===== src/rtl/therm_conv_pkg.sv =====
package therm_conv_pkg;

  // segment indices, highest code first
  localparam int NUM_SEG    = 5;
  localparam int SEG_TOP    = 0;
  localparam int SEG_UPPER  = 1;
  localparam int SEG_MID    = 2;
  localparam int SEG_LOWER  = 3;
  localparam int SEG_BOTTOM = 4;

  // thermistor window and breakpoints (a code above a breakpoint is in the higher segment)
  localparam int TH_MIN = 162;
  localparam int TH_MAX = 977;
  localparam int BP_0   = 887;
  localparam int BP_1   = 720;
  localparam int BP_2   = 508;
  localparam int BP_3   = 315;

  // die window and formula constants
  localparam int DIE_MIN  = 488;
  localparam int DIE_MAX  = 1004;
  localparam int DIE_GAIN = 368;
  localparam int DIE_DIV  = 1000;
  localparam int DIE_OFS  = 220;

  // divider slots shared between segments
  localparam int NUM_SLOT = 4;

  function automatic int slot_divisor(input int slot);
    case (slot)
      0:       return 5;
      1:       return 8;
      2:       return 10;
      default: return 6;
    endcase
  endfunction

  function automatic int seg_slot(input int seg);
    case (seg)
      SEG_TOP:   return 0;
      SEG_UPPER: return 1;
      SEG_MID:   return 2;
      SEG_LOWER: return 2;
      default:   return 3;
    endcase
  endfunction

  function automatic int seg_offset(input int seg);
    case (seg)
      SEG_TOP:   return 177;
      SEG_UPPER: return 111;
      SEG_MID:   return 92;
      SEG_LOWER: return 91;
      default:   return 112;
    endcase
  endfunction

  // reciprocal for multiply-shift division: ceil(2^shift / d)
  function automatic longint unsigned recip(input int d, input int shift);
    longint unsigned one;
    one = longint'(1) << shift;
    return (one + longint'(d) - 1) / longint'(d);
  endfunction

endpackage


===== src/rtl/tcc_const_div.sv =====
module tcc_const_div #(
  parameter int IN_W    = 10,
  parameter int OUT_W   = 10,
  parameter int DIVISOR = 5,
  parameter int SHIFT   = 14
) (
  input  logic [IN_W-1:0]  num,
  output logic [OUT_W-1:0] quo
);
  import therm_conv_pkg::*;

  // SHIFT is chosen so that num_max * (MUL*DIVISOR - 2^SHIFT) < 2^SHIFT, which makes the quotient exact
  localparam int              PROD_W = IN_W + SHIFT;
  localparam longint unsigned MUL    = recip(DIVISOR, SHIFT);

  assign quo = OUT_W'((PROD_W'(num) * PROD_W'(MUL)) >> SHIFT);

endmodule


===== src/rtl/tcc_seg_pick.sv =====
module tcc_seg_pick
  import therm_conv_pkg::*;
#(
  parameter int CODE_W = 10,
  parameter int DEG_W  = 12
) (
  input  logic [CODE_W-1:0]       code,
  input  logic                    direct,
  output logic [NUM_SEG-1:0]      seg_hit,
  output logic                    in_range,
  output logic signed [DEG_W-1:0] deg
);
  localparam int TH_SHIFT  = CODE_W + 4;
  localparam int GAIN_W    = 9;
  localparam int DIE_NUM_W = CODE_W + GAIN_W;
  localparam int DIE_SHIFT = DIE_NUM_W + 10;

  // one exact divider per distinct thermistor divisor
  logic [CODE_W-1:0] q [NUM_SLOT];
  for (genvar g = 0; g < NUM_SLOT; g++) begin : g_div
    tcc_const_div #(
      .IN_W(CODE_W), .OUT_W(CODE_W),
      .DIVISOR(slot_divisor(g)), .SHIFT(TH_SHIFT)
    ) u_div (
      .num(code), .quo(q[g])
    );
  end

  // direct path: gain then divide
  logic [DIE_NUM_W-1:0] die_num;
  logic [CODE_W-1:0]    die_q;
  assign die_num = DIE_NUM_W'(code) * DIE_NUM_W'(DIE_GAIN);

  tcc_const_div #(
    .IN_W(DIE_NUM_W), .OUT_W(CODE_W),
    .DIVISOR(DIE_DIV), .SHIFT(DIE_SHIFT)
  ) u_die (
    .num(die_num), .quo(die_q)
  );

  // segment decode
  always_comb begin
    seg_hit[SEG_TOP]    = code > CODE_W'(BP_0);
    seg_hit[SEG_UPPER]  = (code > CODE_W'(BP_1)) && (code <= CODE_W'(BP_0));
    seg_hit[SEG_MID]    = (code > CODE_W'(BP_2)) && (code <= CODE_W'(BP_1));
    seg_hit[SEG_LOWER]  = (code > CODE_W'(BP_3)) && (code <= CODE_W'(BP_2));
    seg_hit[SEG_BOTTOM] = code <= CODE_W'(BP_3);
  end

  int seg_sel;
  always_comb begin
    seg_sel = SEG_BOTTOM;
    for (int s = NUM_SEG - 1; s >= 0; s--) begin
      if (seg_hit[s]) seg_sel = s;
    end
  end

  logic th_ok, die_ok;
  assign th_ok  = (code >= CODE_W'(TH_MIN))  && (code <= CODE_W'(TH_MAX));
  assign die_ok = (code >= CODE_W'(DIE_MIN)) && (code <= CODE_W'(DIE_MAX));
  assign in_range = direct ? die_ok : th_ok;

  logic signed [DEG_W-1:0] th_deg, die_deg;
  always_comb begin
    th_deg  = DEG_W'(seg_offset(seg_sel)) - DEG_W'(q[seg_slot(seg_sel)]);
    die_deg = DEG_W'(die_q) - DEG_W'(DIE_OFS);
    deg     = direct ? die_deg : th_deg;
  end

endmodule


===== src/rtl/tcc_mdeg_scale.sv =====
module tcc_mdeg_scale #(
  parameter int DEG_W  = 12,
  parameter int TEMP_W = 32
) (
  input  logic signed [DEG_W-1:0]  deg,
  output logic signed [TEMP_W-1:0] mdeg
);
  logic signed [TEMP_W-1:0] ext;
  assign ext  = {{(TEMP_W-DEG_W){deg[DEG_W-1]}}, deg};
  // x * 1000 = x*1024 - x*16 - x*8
  assign mdeg = (ext <<< 10) - (ext <<< 4) - (ext <<< 3);
endmodule


===== src/rtl/therm_code_conv.sv =====
module therm_code_conv
  import therm_conv_pkg::*;
#(
  parameter int CODE_W = 10,
  parameter int TEMP_W = 32,
  parameter int DEG_W  = 12
) (
  input  logic              clk,
  input  logic              rst_n,
  input  logic              in_valid,
  input  logic              in_direct,
  input  logic [CODE_W-1:0] in_code,
  output logic              out_valid,
  output logic              out_err,
  output logic [TEMP_W-1:0] out_temp
);
  // stage 0: combinational segment pick and degree computation
  logic [NUM_SEG-1:0]      seg_hit;
  logic                    code_ok;
  logic signed [DEG_W-1:0] deg_c;

  tcc_seg_pick #(.CODE_W(CODE_W), .DEG_W(DEG_W)) u_pick (
    .code(in_code), .direct(in_direct),
    .seg_hit(seg_hit), .in_range(code_ok), .deg(deg_c)
  );

  // stage 1 registers
  logic                    s1_valid, s1_err;
  logic signed [DEG_W-1:0] s1_deg;

  always_ff @(posedge clk) begin
    if (!rst_n) begin
      s1_valid <= 1'b0;
      s1_err   <= 1'b0;
      s1_deg   <= '0;
    end else begin
      s1_valid <= in_valid;
      s1_err   <= in_valid && !code_ok;
      if (in_valid) s1_deg <= deg_c;
    end
  end

  // stage 2: scale to millidegrees, update only on good result
  logic signed [TEMP_W-1:0] mdeg_c;
  logic                     take_result;

  tcc_mdeg_scale #(.DEG_W(DEG_W), .TEMP_W(TEMP_W)) u_scale (
    .deg(s1_deg), .mdeg(mdeg_c)
  );

  assign take_result = s1_valid && !s1_err;

  always_ff @(posedge clk) begin
    if (!rst_n) begin
      out_valid <= 1'b0;
      out_err   <= 1'b0;
      out_temp  <= '0;
    end else begin
      out_valid <= s1_valid;
      out_err   <= s1_err;
      if (take_result) out_temp <= mdeg_c;
    end
  end

endmodule


===== config.mk =====
export PLATFORM = sky130hd
export DESIGN_NAME = therm_code_conv
export DESIGN_NICKNAME = d
export VERILOG_FILES = /design/src/rtl/therm_conv_pkg.sv /design/src/rtl/tcc_const_div.sv /design/src/rtl/tcc_seg_pick.sv /design/src/rtl/tcc_mdeg_scale.sv /design/src/rtl/therm_code_conv.sv
export SDC_FILE = /design/constraint.sdc
export NUM_CORES = 1
export LEC_CHECK = 0
export BUFFER_PORTS_ARGS = -buffer_cell sky130_fd_sc_hd__buf_2
export CORE_MARGIN = 2
export CORE_UTILIZATION = 55
export CTS_BUF_LIST = sky130_fd_sc_hd__clkbuf_8
export CTS_CLUSTER_SIZE = 14
export DETAILED_ROUTE_END_ITERATION = 10
export GPL_TIMING_DRIVEN = 0
export PLACE_DENSITY_LB_ADDON = 0.25
export SLEW_MARGIN = 20
export SYNTH_ARGS = -nofsm -noshare
export SYNTH_HDL_FRONTEND = slang
export SYNTH_SLANG_ARGS = --single-unit

===== constraint.sdc =====
create_clock -name clk -period 12.5 [get_ports clk]
set_clock_uncertainty 0.1 [all_clocks]
set_input_delay 0 -clock clk [delete_from_list [all_inputs] [get_ports clk]]
set_output_delay 0 -clock clk [all_outputs]
set_load 0.03 [all_outputs]

==> flow_summary.toml, run 1 <==
[status]
status = "finished, final reports clean"

[flow_run]
cap_violations = 0

[floorplan]
start_util = 0.5590
die_area_sq_um = 25040
ios = 48
std_cell_rows = 56
die_h_microns = 158.2
die_w_microns = 158.2
coreArea_sq_um = 23400

[setup_path]
crit_family = "adder cells"
rr_worst_depth = 13
r2r_start = "s1_deg[1]"
cp_slowest_stage_delay_ns = 0.67
arrival_ns = 10.88
cp_slowest_cell = "ha_1"
path_depth = 42
cp-start-kind = "input port"
cp_max_fo = 24
crit_buf_inv = 7
crit_end = "s1_deg[8]"
critPathKind = "input port to flop"
crit_required_ns = 12.58
worstSetupEndpointType = "flop"
cp_common_cell = "ha_1"
r2r-end = "out_temp[30]"
cp-startpoint = "in_code[0]"
r2r_slack_ns = 9.14

[placement]
finalWeightedCongestion = 0.9949
place_area_sq_um = 13700
pre_cts_ws_ns = 1.432
dp.final_hpwl_microns = 24300
numPortBuffers = 43

[timing]
final_hold_viol_count = 0
tightest_slew_ns = 1.019
slew_violations = 0
post-route-period-util = 0.8643
finalSetupTns_ns = 0
layout_setup_ws_ns = 1.697
slew_headroom = 0.3156
finalCriticalPeriod_ns = 10.80
rsz0062_at_grt = "no"
setup_viol = 0
max_freq_mhz = 92.56

[yosys]
ys_ff_latch = 36
mappedNetlistArea_sq_um = 13080
synth_area_per_cell_sq_um = 8.967
ys.warnings.count = 0
syn_inst = 1459
synth_edf_count = 0
synth_seq_area_share = 0.05509
synth-main-ff-cell = "dfxtp_1"
yosysUniqueCellTypes = 74
synth-async-reset-ratio = 0

[layout]
fin_nets = 2029
area_delta_synth_final_pct = 5.518
fillers = 2123
antennaDiodeCount = 0
layout-drive-gt1-share = 0.05486
final_area_sq_um = 13800
utilization = 0.5899

[grt]
grt_pass1_wl_microns = 47820
grt_pass1_vias = 9978
grt_use_total = 0.2377
grt_max_degree = 25
grt-ovfl-total = 0
antenna_found_initial = 0

[drt]
via_per_inst = 5.386
drtPass1Iterations = 6
wl_microns = 28050
wire_per_inst_microns = 15.31
drt_iter0_markers = 393
ant_nets = 0
vias = 9867
drc_errors = 0

[clock_network]
clock-root-buffer = "clkbuf_8"
cts_tree = "built"
postCtsSetupBuffers = 0
clock-sinks = 36
ctsHtreeMaxLevel = 2
clkSlewWorstSetupHoldPaths_ns = 0.07
cts-buffers-inserted = 5
cts_buffer_depth = 2
clkLatencyLatePin_ns = 0.29

[hold_path]
hp-class = "input port to flop"
## cells by family (layout without fill, tap and decap cells)
family / Yosys count / count (layout) / share of synthesized area
AO/OA/AOI/OAI: 282 / 282 / 0.1437
XOR/XNOR: 60 / 60 / 0.04285
adder cells (fa/ha/maj): 503 / 503 / 0.5671
buffers and inverters: 339 / 391 / 0.1011
flip-flops: 36 / 36 / 0.05509
multiplexers: 4 / 4 / 0.003156
other: 1 / 3 / 0.0002866
AND/OR/NAND/NOR: 234 / 234 / 0.08665
## sequential cells by signal, summed over array words and instances, names as in the netlist
signal / count
out_temp: 21
s1_err: 1
out_err: 1
s1_valid: 1
out_valid: 1
s1_deg: 11
## layout by cell type, fill, tap and decap left out, types with 4 or more instances in the layout
cell | Yosys | final
dfxtp_1 | 36 | 36
and2_1 | 14 | 14
o21ai_0 | 60 | 60
a21boi_0 | 11 | 11
inv_1 | 310 | 312
or2_2 | 5 | 5
o211ai_1 | 8 | 8
a21oi_1 | 75 | 75
clkbuf_1 | 14 | 14
o21a_1 | 12 | 12
a211oi_1 | 5 | 5
a21o_1 | 26 | 26
nand2b_1 | 10 | 10
o211a_1 | 9 | 9
fa_1 | 150 | 150
o31ai_1 | 4 | 4
nand4_1 | 11 | 11
buf_2 | 1 | 44
nand2_1 | 77 | 77
nor2_1 | 45 | 45
nor3_1 | 14 | 14
ha_1 | 353 | 353
nand3_1 | 26 | 26
nor2b_1 | 11 | 11
o21bai_1 | 8 | 8
xnor2_1 | 38 | 38
or3_1 | 5 | 5
clkbuf_8 | 0 | 6
o21ai_1 | 4 | 4
buf_4 | 13 | 13
a31oi_1 | 10 | 10
xor2_1 | 19 | 19
o221ai_1 | 5 | 5
## worst min path at each step
stage | start | to | cells past startpoint
4_1_cts | in_valid | s1_deg[7] | 3
2_1_floorplan | in_direct | s1_deg[10] | 2
5_1_grt | in_valid | s1_deg[7] | 3
6_report | in_valid | s1_deg[7] | 3
3_5_place_dp | in_direct | s1_deg[10] | 3
3_3_place_gp | in_direct | s1_deg[10] | 3
## layer usage
layer / global-route usage / up-vias / wire [microns]
met5: 0 / - / 0
met4: 0.05706 / 0 / 618
met3: 0.02573 / 40 / 1120
met2: 0.4029 / 195 / 12950
met1: 0.3260 / 4656 / 13360
li1: - / 4976 / -
## worst min-delay path, cell delays in order
cell	delay, ns
buf_2	0.12
or2_2	0.11
o2111a_1	0.16
## cell type report
type                            count  area (sq um)  area share
Timing Repair Buffer               44         225.2     0.01631
Multi-Input combinational cell   1086         11050      0.8002
Sequential cell                    36         720.7     0.05221
Clock buffer                        6         82.58    0.005982
Inverter                          310          1164     0.08429
Clock inverter                      2         7.507   0.0005438
Buffer                             29         158.9     0.01151
Tap cell                          319         399.1     0.02891
## cells in the mapped netlist (4+ instances only)
cell type,n,area (sq um)
nand3_1,26,130.1
fa_1,150,3003
ha_1,353,4417
nand2b_1,10,62.56
o21bai_1,8,60.06
xnor2_1,38,332.8
o21ai_0,60,300.3
nand2_1,77,289.0
nor2_1,45,168.9
a211oi_1,5,37.54
buf_4,13,97.59
nor2b_1,11,68.82
a31oi_1,10,62.56
a21o_1,26,195.2
o21a_1,12,90.09
clkbuf_1,14,52.55
or3_1,5,31.28
a21oi_1,75,375.4
or2_2,5,31.28
o211ai_1,8,60.06
o221ai_1,5,43.79
and2_1,14,87.58
a21boi_0,11,82.58
nor3_1,14,70.07
inv_1,310,1164
o31ai_1,4,30.03
o211a_1,9,90.09
nand4_1,11,68.82
dfxtp_1,36,720.7
o21ai_1,4,20.02
xor2_1,19,166.4
## per-stage QoR
step	instances	hold slack [ns]
3_3_place_gp	1823	0.2887
2_1_floorplan	1461	0.07872
6_report	1832	0.02803
3_5_place_dp	1823	0.2913
5_1_grt	1832	0.06184
4_1_cts	1832	0.02588
## repair_timing
item,CTS,global route
hold buffers,1,0
resized for setup,0,0
endpoints found under the hold margin,1,0
Power of run 1 is left out: the tool's default activity adds up to more than one toggle a clock period on the data nets, which glitch-free logic cannot reach.
==> run 2: changes to the inputs <==
CORE_UTILIZATION = 30   (was 55)
==> flow_summary.toml, run 2 (synthesized netlist as in run 1, its figures left out) <==
[setup_path]
crit_required_ns = 12.58
critPathKind = "input port to flop"
cp_common_cell = "ha_1"
cp_slowest_cell = "ha_1"
cp_slowest_stage_delay_ns = 0.68
cp-start-kind = "input port"
crit_buf_inv = 7
arrival_ns = 11.30
r2r_start = "s1_deg[1]"
worstSetupEndpointType = "flop"
r2r_slack_ns = 9.25
cp_max_fo = 24
cp-startpoint = "in_code[0]"
crit_family = "adder cells"

[clock_network]
clock-root-buffer = "clkbuf_8"
cts_buffer_depth = 2
cts-buffers-inserted = 5
ctsHtreeMaxLevel = 2
cts.repair.resized = 0
clkSlewWorstSetupHoldPaths_ns = 0.07
clock-sinks = 36
cts_tree = "built"
clkLatencyLatePin_ns = 0.29

[grt]
grt_pass1_wl_microns = 52940
grt_use_total = 0.1455
grt_max_degree = 25
grt-ovfl-total = 0
grt_pass1_vias = 10235
antenna_found_initial = 1

[drt]
drc_errors = 0
drtPass1Iterations = 5
via_per_inst = 4.691
vias = 9842
drt_iter0_markers = 492
ant_nets = 0
wire_per_inst_microns = 14.93
wl_microns = 31320

[layout]
fin_nets = 2029
layout-drive-gt1-share = 0.05684
layout.cells.non_filler = 2098
largest_reg_flops = 21
regMostFlops = "out_temp"
seqCellArea_sq_um = 720.7
final_common_cell = "ha_1"
layout_common_cells = "353 x ha_1, 310 x inv_1, 150 x fa_1, 77 x nand2_1, 75 x a21oi_1"
area_delta_synth_final_pct = 8.646
antennaDiodeCount = 0
fillers = 4564
multi_input_area_sq_um = 11050
utilization = 0.3300
largestRegisters = "out_temp x21, s1_deg x11"

[timing]
setup_viol = 0
slew_headroom = 0.3911
max_freq_mhz = 89.12
tightest_slew_ns = 0.9068
rsz0062_at_grt = "no"
post-route-period-util = 0.8977
finalCriticalPeriod_ns = 11.22
finalSetupTns_ns = 0
final_hold_viol_count = 0
slew_violations = 0

[floorplan]
std_cell_rows = 76
ios = 48
start_util = 0.3037
die_w_microns = 212.8
die_area_sq_um = 45290
die_h_microns = 212.8
coreArea_sq_um = 43080

[placement]
numPortBuffers = 43
dp.cells = 2089
finalWeightedCongestion = 0.8649
dp.final_hpwl_microns = 26960

[hold_path]
holdCritStartpoint = "in_valid"
hp-class = "input port to flop"

[status]
status = "finished, final reports clean"

[flow_run]
cap_violations = 0
## run 2: cell types whose count changed in the layout (fill, tap and decap cells not counted), sizes merged
cell,delta
inv,-2
bufinv,+3
clkbuf,-1
## run 2: per-layer routing
metal	part of all wire	global-route usage	wire length, microns	up-vias
met5	0.00042	0	13	-
met4	0.011	0.01857	344	2
met3	0.023	0.005589	705	18
met2	0.45	0.2439	14220	132
met1	0.51	0.2125	16040	4709
li1	-	-	-	4981
## run 2: worst register-to-register path, delay by kind of cell, from the launching register on
kind | cells | cell delay [ns]
AOI/OAI and AO/OA | 7 | 1.29
adders and majority gates | 2 | 0.65
DFF | 1 | 0.49
and+or+nand+nor | 3 | 0.49
buffers and inverters | 1 | 0.14
## run 2: what timing repair did
item / 4_1_cts / 5_1_grt
buffers inserted: 0 / 0
hold buffers: 1 / 0
hold endpoints to repair: 1 / 0
## run 2: path summary, 6_finish.rpt
| check | end | cells past startpoint |
|---|---|---|
| min reg2reg | out_temp[9] | 2 |
| max | s1_deg[8] | 42 |
| min | s1_deg[7] | 3 |
| max reg2reg | out_temp[21] | 13 |
## run 2: cell type report
cell class / count / share of cell area
Clock inverter: 3 / 0.006338
Clock buffer: 5 / 0.004842
Sequential cell: 36 / 0.05070
Inverter: 310 / 0.08187
Tap cell: 585 / 0.05150
Multi-Input combinational cell: 1086 / 0.7777
Buffer: 29 / 0.01118
Timing Repair Buffer: 44 / 0.01585
## run 2: per-stage QoR
step	area (sq um)	setup WS, ns	hold WS (ns)
after global placement	14040	1.070	0.2751
after floorplan	13090	3.345	0.07872
final	14210	1.279	0.04529
after global routing	14210	0.5057	0.04675
after CTS	14210	1.247	0.03665
after detailed placement	14040	0.9870	0.2821
Power of run 2 is left out for the same reason.
==> run 3: changes to the inputs <==
--- a/config.mk
+++ b/config.mk
@@ -7,4 +7,6 @@
 export LEC_CHECK = 0
 export BUFFER_PORTS_ARGS = -buffer_cell sky130_fd_sc_hd__buf_2
+export CELL_PAD_IN_SITES_DETAIL_PLACEMENT = 2
+export CELL_PAD_IN_SITES_GLOBAL_PLACEMENT = 2
 export CORE_MARGIN = 2
 export CORE_UTILIZATION = 30
--- a/constraint.sdc
+++ b/constraint.sdc
@@ -3,3 +3,3 @@
 set_input_delay 0 -clock clk [delete_from_list [all_inputs] [get_ports clk]]
 set_output_delay 0 -clock clk [all_outputs]
-set_load 0.03 [all_outputs]
+set_load 0.02 [all_outputs]
==> flow_summary.toml, run 3 (synthesized netlist as in run 1, its figures left out) <==
[timing]
max_freq_mhz = 87.91
slew_headroom = 0.3732
slew_violations = 0
post-route-period-util = 0.9100
rsz0062_at_grt = "no"
tightest_slew_ns = 0.9335
finalCriticalPeriod_ns = 11.38
final_hold_viol_count = 0
finalSetupTns_ns = 0
setup_viol = 0

[floorplan]
coreArea_sq_um = 43080
die_area_sq_um = 45290
die_h_microns = 212.8
ios = 48
start_util = 0.3037
die_w_microns = 212.8
std_cell_rows = 76

[setup_path]
crit_buf_inv = 7
crit_family = "adder cells"
cp_common_cell = "ha_1"
r2r_start = "s1_deg[1]"
cp-startpoint = "in_code[0]"
cp_slowest_cell = "ha_1"
cp_slowest_stage_delay_ns = 0.73
cp_max_fo = 24
worstSetupEndpointType = "flop"
critPathKind = "input port to flop"
arrival_ns = 11.48
cp-start-kind = "input port"
crit_required_ns = 12.60

[status]
status = "finished, final reports clean"

[clock_network]
clkLatencyLatePin_ns = 0.31
ctsHtreeMaxLevel = 2
cts_tree = "built"
clkSlewWorstSetupHoldPaths_ns = 0.08
cts-buffers-inserted = 5
clock-sinks = 36
cts.repair.resized = 0
cts_buffer_depth = 2
clock-root-buffer = "clkbuf_8"

[placement]
finalWeightedCongestion = 0.8575
dp.final_hpwl_microns = 33180
numPortBuffers = 43

[hold_path]
hp-class = "input port to flop"
holdCritStartpoint = "in_valid"

[layout]
fin_nets = 2029
largestRegisters = "out_temp x21, s1_deg x11"
area_delta_synth_final_pct = 8.139
final_common_cell = "ha_1"
layout_common_cells = "353 x ha_1, 310 x inv_1, 150 x fa_1, 77 x nand2_1, 75 x a21oi_1"
layout-drive-gt1-share = 0.05684
regMostFlops = "out_temp"
largest_reg_flops = 21
antennaDiodeCount = 0

[grt]
grt_max_degree = 25
antenna_found_initial = 1
grt_pass1_vias = 11469
grt_use_total = 0.1761
grt_pass1_wl_microns = 62690
grt-ovfl-total = 0

[drt]
vias = 10186
via_per_inst = 4.855
ant_nets = 0
drc_errors = 0
wl_microns = 38160
drt_iter0_markers = 246
drtPass1Iterations = 4
wire_per_inst_microns = 18.19

[flow_run]
cap_violations = 0
-- run 3: worst register-to-register path: cells and delay by family, from the launching register on --
kind                     cells  cell delay [ns]
AO/OA/AOI/OAI                7             1.46
adder cells (fa/ha/maj)      2             0.67
flip-flops                   1             0.47
AND/OR/NAND/NOR              3             0.44
buffers and inverters        1             0.13
-- run 3: layer usage --
metal,vias to the layer above,global-route usage,wire length [microns],part of all wire
li1,4978,-,-,-
met1,5118,0.2349,18410,0.48
met2,69,0.3237,18920,0.50
met3,19,0.007795,513,0.013
met4,2,0.01857,295,0.0077
met5,-,0,12,0.00031
-- run 3: worst paths after layout --
kind	endpoint	slack (ns)	cells after the start
min reg2reg	out_temp[9]	0.37	2
max	s1_deg[8]	1.12	42
min	s1_deg[7]	0.01	3
max reg2reg	out_temp[21]	9.17	13
-- run 3: cell type report --
cell class                      instances  area (sq um)
Clock inverter                          2         10.01
Clock buffer                            6         82.58
Timing Repair Buffer                   44         225.2
Tap cell                              585         732.0
Multi-Input combinational cell       1086         11050
Sequential cell                        36         720.7
Fill cell                            4881         28930
Buffer                                 29         158.9
Inverter                              310          1164
-- run 3: what timing repair did --
action	CTS	global route
hold endpoints to repair	1	0
hold buffers	1	0
setup buffers	0	0
-- run 3: per-stage QoR --
| stage | util | instances | instance area [sq um] | hold WS (ns) | setup slack [ns] |
|---|---|---|---|---|---|
| final | 0.3284 | 2098 | 14150 | 0.01339 | 1.124 |
| after global routing | 0.3284 | 2098 | 14150 | 0.04256 | 0.3632 |
| after CTS | 0.3283 | 2098 | 14140 | 0.01322 | 0.9324 |
| after detailed placement | 0.3259 | 2089 | 14040 | 0.3038 | 0.6451 |
| after global placement | 0.3259 | 2089 | 14040 | 0.3001 | 0.8552 |
| after floorplan | - | 1461 | 13090 | 0.07872 | 3.345 |
Power of run 3 is left out for the same reason.
